==> src/rtl/switch_debouncer.sv <==
module switch_debouncer #(
  parameter int DIV_W = 16
) (
  input  logic             clk,
  input  logic             rst,
  input  logic             raw_in,
  input  logic [DIV_W-1:0] tick_div,
  output logic             db_out,
  output logic             rise_pulse
);

  logic             sync_a, sync_b;
  logic [DIV_W-1:0] div_cnt;
  logic             tick;
  logic             stage1, stage2, stage2_q;

  // two-flop synchronizer
  always_ff @(posedge clk) begin
    if (rst) begin
      sync_a <= 1'b0;
      sync_b <= 1'b0;
    end else begin
      sync_a <= raw_in;
      sync_b <= sync_a;
    end
  end

  // slow sample enable
  always_ff @(posedge clk) begin
    if (rst) begin
      div_cnt <= '0;
      tick    <= 1'b0;
    end else if (div_cnt >= tick_div) begin
      div_cnt <= '0;
      tick    <= 1'b1;
    end else begin
      div_cnt <= div_cnt + 1'b1;
      tick    <= 1'b0;
    end
  end

  // two-sample agreement filter
  always_ff @(posedge clk) begin
    if (rst) begin
      stage1 <= 1'b0;
      stage2 <= 1'b0;
    end else if (tick) begin
      stage1 <= sync_b;
      stage2 <= stage1 & sync_b;
    end
  end

  always_ff @(posedge clk) begin
    if (rst) stage2_q <= 1'b0;
    else     stage2_q <= stage2;
  end

  assign db_out     = stage2;
  assign rise_pulse = stage2 & ~stage2_q;

  assert_reset_clears_R1: assert property (@(posedge clk)
    rst |=> (!db_out && !rise_pulse));

  assert_hold_between_ticks_R3: assert property (@(posedge clk) disable iff (rst)
    !tick |=> $stable(stage2));

  assert_tick_single_R2: assert property (@(posedge clk) disable iff (rst)
    (tick && tick_div != '0) |=> !tick);

  assert_pulse_one_cycle_R6: assert property (@(posedge clk) disable iff (rst)
    rise_pulse |=> !rise_pulse);

  assert_pulse_on_rise_R6: assert property (@(posedge clk) disable iff (rst)
    rise_pulse |-> (db_out && !$past(db_out)));

  assert_rise_needs_high_R3: assert property (@(posedge clk) disable iff (rst)
    $rose(db_out) |-> $past(stage1));

endmodule

==> config.mk <==
export PLATFORM = sky130hd
export DESIGN_NAME = switch_debouncer
export DESIGN_NICKNAME = d
export VERILOG_FILES = /design/src/rtl/switch_debouncer.sv
export SDC_FILE = /design/constraint.sdc
export NUM_CORES = 1
export LEC_CHECK = 0
export BUFFER_PORTS_ARGS = -buffer_cell sky130_fd_sc_hd__buf_2
export CAP_MARGIN = 20
export CORE_MARGIN = 8
export CORE_UTILIZATION = 35
export CTS_BUF_LIST = sky130_fd_sc_hd__clkbuf_4 sky130_fd_sc_hd__clkbuf_8
export DETAILED_ROUTE_END_ITERATION = 7
export PLACE_DENSITY = 0.65
export SLEW_MARGIN = 20
export SYNTH_ARGS = -nofsm -noshare
export SYNTH_HDL_FRONTEND = slang
export SYNTH_SLANG_ARGS = --single-unit
==> constraint.sdc <==
create_clock -name clk -period 1.8 [get_ports clk]
set_input_delay 0 -clock clk [delete_from_list [all_inputs] [get_ports clk]]
set_output_delay 0 -clock clk [all_outputs]
set_load 0.05 [all_outputs]
# Word level (Yosys, flattened, before mapping)
# Cells that the tools add are included.
[word_totals]
register_bits = 22
output_inout_bits = 2
inputBits = 19
[op_classes]
add_sub_neg = 1
bitwise = 3
muxes = 1
order_cmp = 1
reduce_logical = 1
[ops]
columns = ["op", "n"]
rows = [
  ["adder 16 x 1 -> 16 bit (second input constant)", 1],
  [">= comparator 16 bit", 1],
  ["AND 1 bit", 2],
  ["OR reduction 2 bit", 1],
  ["two-way mux 1 bit", 1],
  ["NOT 1 bit", 1],
]

# Depth between registers and ports, before layout
[depth]
word_depth = 2
mapped_depth = 8
mapped_depth_nobuf = 7

# Least setup slack after synthesis
# OpenSTA, ideal clock, no wires.
[synth_timing]
path_kind = "flip-flop to flip-flop"
start = "reg div_cnt[0]"
end = "reg div_cnt[14]"
t_arrival_ps = 1742
setup_slack_ps = -16
period_less_slack_ps = 1816
stages_incl_launch_ff = 9
setup_ps = 74
path_buffers = 1
cell_sequence = "dfxtp_1 inv_1 ha_1 nand2b_4 a2111oi_2 o21a_1 o31ai_4 buf_6 nor3_2"
[synth_via]
elab_chain_cells = 2
word_cells_on_any_way = 3
[synth_rtl]
columns = ["element", "line", "rtl"]
rows = [
  ["start: declaration", "13", "logic [DIV_W-1:0] div_cnt;"],
  ["start signal: assignment", "37", "div_cnt <= div_cnt + 1'b1;"],
  [">= comparator 16 bit", "33", "end else if (div_cnt >= tick_div) begin"],
  ["OR reduction 2 bit (no line)", "-", ""],
]
# Parallel ways exist; a longest one is shown, timed or not.
# A chain may end at the register's enable or synchronous reset.

# Worst setup path in the final report
[layout_timing]
start = "reg div_cnt[0]"
end = "reg tick"
[layout_via]
elab_chain_cells = 2
[layout_rtl]
columns = ["element", "line", "rtl"]
rows = [
  [">= comparator 16 bit", "33", ""],
  ["two-way mux 1 bit", "33", ""],
  ["end signal: assignment", "32", "tick <= 1'b0;"],
  ["end signal: assignment", "35", "tick <= 1'b1;"],
  ["end signal: assignment", "38", "tick <= 1'b0;"],
  ["end: declaration", "14", "logic tick;"],
]
# Every way passes these cells.

==> impl_metrics.toml <==
[power]
power_uw = 932
p_leak_uw = 0.000826
power_density_nw_per_um2 = 501
vdd_ir_drop_max_mv = 0.183

[floorplanning]
core_um2 = 3910
die_x_um = 79.1
dieArea_um2 = 6250
row_count = 23
die_height_um = 79.1
initial_utilization_pct = 35.5
io_pins = 21

[sta]
final_hold_viol_count = 0
fin_crit_ns = 1.75
setup-tns-final_ns = 0
finClkSkew_ns = 0.00143
timing.final.max_slew_violations = 0
worst_pin_slew_ns = 0.567
setup_viol = 0
finalCritPeriodShare_pct = 97.4
fmax_mhz = 570
fin_ws_ns = 0.0468
rsz0062_at_grt = "yes"
slew_headroom_pct = 62.2

[synthesis]
netlist_instances = 147
synth_flop_cell = "dfxtp_1"
synth_fa_ha_area_share_pct = 15.3
yosysTopAreaCellShare_pct = 31.7
ys_seq_area_share_pct = 31.7
synth_nets = 183
syn_avg_cell_area_um2 = 9.46
synth_mux_area_share_pct = 0.719
synth_edf_count = 0
synthXorXnorAreaFrac_pct = 8.81
synth.top_cells.by_count = "dfxtp_1, inv_1, ha_1, nor3_2, xnor2_1"
synth.distinct_cells = 32
yosys-top-cells-area = "dfxtp_1, ha_1, nor3_2"
yosysWarningCount = 0
yosysMostFrequentCell = "dfxtp_1"
synth_area_um2 = 1390
async_flop_share_pct = 0
synthSimpleGateAreaFrac_pct = 27.8
ys_seq_elements = 22
synth_compound_area_share_pct = 9.53
synth_top_family_by_area = "simple AND/OR/NAND/NOR gates"
yosysTopAreaCell = "dfxtp_1"

[critical_path]
cp.required_ns = 1.94
arrival_ns = 1.89
slowest_stage = "dfxtp_2"
cp_num_buf_inv = 2
worstSetupStartpointType = "flop"
end_kind = "flop"
slowest_delay_ns = 0.33
cp_cell_sequence = "inv_2 > ha_4 > nand2b_4 > a2111oi_4 > o21a_1 > o31ai_4 > buf_6 > nor2b_4"
cp_max_fo = 6
critical_path_class = "flop to flop"
path_delay_family = "compound AO/OA/AOI/OAI gates"

[route]
drt-total-wl_mm = 2.81
wl_per_cell_um = 11.7
firstDrtPassIters = 4
drtIter0Drc = 30
final_antenna_net_count = 0
route.detailed.drc = 0
vias = 1119
vias_per_cell = 4.64

[final_layout]
drive_gt1_share_pct = 40.8
utilization_pct = 47.5
synthToLayoutAreaGrowth_pct = 33.6
nets = 229
antenna_cells = 0
final_area_um2 = 1860

[grt]
grt_use_total_pct = 10.0
grt_pass1_wl_mm = 5.11
grt_max_degree = 23
gr-total-overflow = 0
grt_antenna_before_repair = 0
grt_pass1_vias = 1169

[placement]
gp_congestion = 0.816
hpwl_mm = 2.12
post_dp_cell_area_um2 = 1690
dp_slack_ns = -0.259
port_buffers = 20

[cts]
clkTransAtPathRegs_ns = 0.07
htree_levels = 1
numCtsBuffers = 3
root_buffer = "clkbuf_8"
clock-sinks = 22
clock_latency_ns = 0.26
cts_max_path_buffers = 2
cts_tree = "yes"

[hold_path]
hp-class = "primary input to flop"

[job]
maxCapViolCount = 0

[outcome]
status = "finished clean"
-- kinds of logic after synthesis --
kind of cell,after synthesis
flops,22
compound gates,15
xor+xnor,14
fa+ha+maj,17
mux,1
simple gates,57
buf+inv,21
-- where the power goes --
group | internal (µW) | switching, µW | total, µW
sequential | 495 | 4.23 | 499
clock | 149 | 151 | 300
combinational | 70.9 | 62.0 | 133
-- state kept, by name, indices dropped and copies added, names as in the netlist --
name	flops
sync_a	1
tick	1
db_out	1
sync_b	1
stage1	1
stage2_q	1
div_cnt	16
-- layout make-up --
class                   instances  area, µm²
repair buffers                 44        294
clock buffers                   3       41.3
multi-input cells             104        951
flip-flops and latches         22        443
fillers                       387       2050
well taps                      50       62.6
inverters                      18       67.6
-- path summary, 6_finish.rpt --
kind	endpoint	cells past startpoint	slack, ns	startpoint
setup / recovery	tick	8	0.05	div_cnt[0]
hold / removal	tick	2	0.21	rst
setup reg to reg	tick	8	0.05	div_cnt[0]
hold reg to reg	sync_b	1	0.44	sync_a
-- cells in the final DEF (no fill, tap or decap), types with 7 or more instances in the layout --
cell type | Yosys | routed
inv_1 | 18 | 17
dfxtp_1 | 22 | 20
buf_4 | 0 | 20
nand2_1 | 9 | 9
buf_2 | 0 | 20
nor2_1 | 7 | 7
ha_1 | 17 | 14
xnor2_1 | 11 | 11
nand3_1 | 7 | 7
nor3_2 | 11 | 14
-- layer usage --
metal / GRT usage, % / share of wire [%]
met1: 12.2 / 45
met2: 16.1 / 48
met3: 2.71 / 6.1
met4: 4.26 / 1.8
met5: 0 / 0
-- per-stage QoR --
step,cells,hold slack [ns]
after global routing,241,0.241
after global placement,234,0.213
after CTS,241,0.194
after floorplan,147,0.0716
final,241,0.211
after detailed placement,234,0.217
-- what timing repair did --
item,4_1_cts,5_1_grt
gates cloned,1,0
hold endpoints to repair,1,0
hold buffers,1,0
resized for setup,12,7
endpoints found under the setup margin,17,17
setup buffers,2,0
pin swaps,7,12
(Power assumes the default switching activity.)
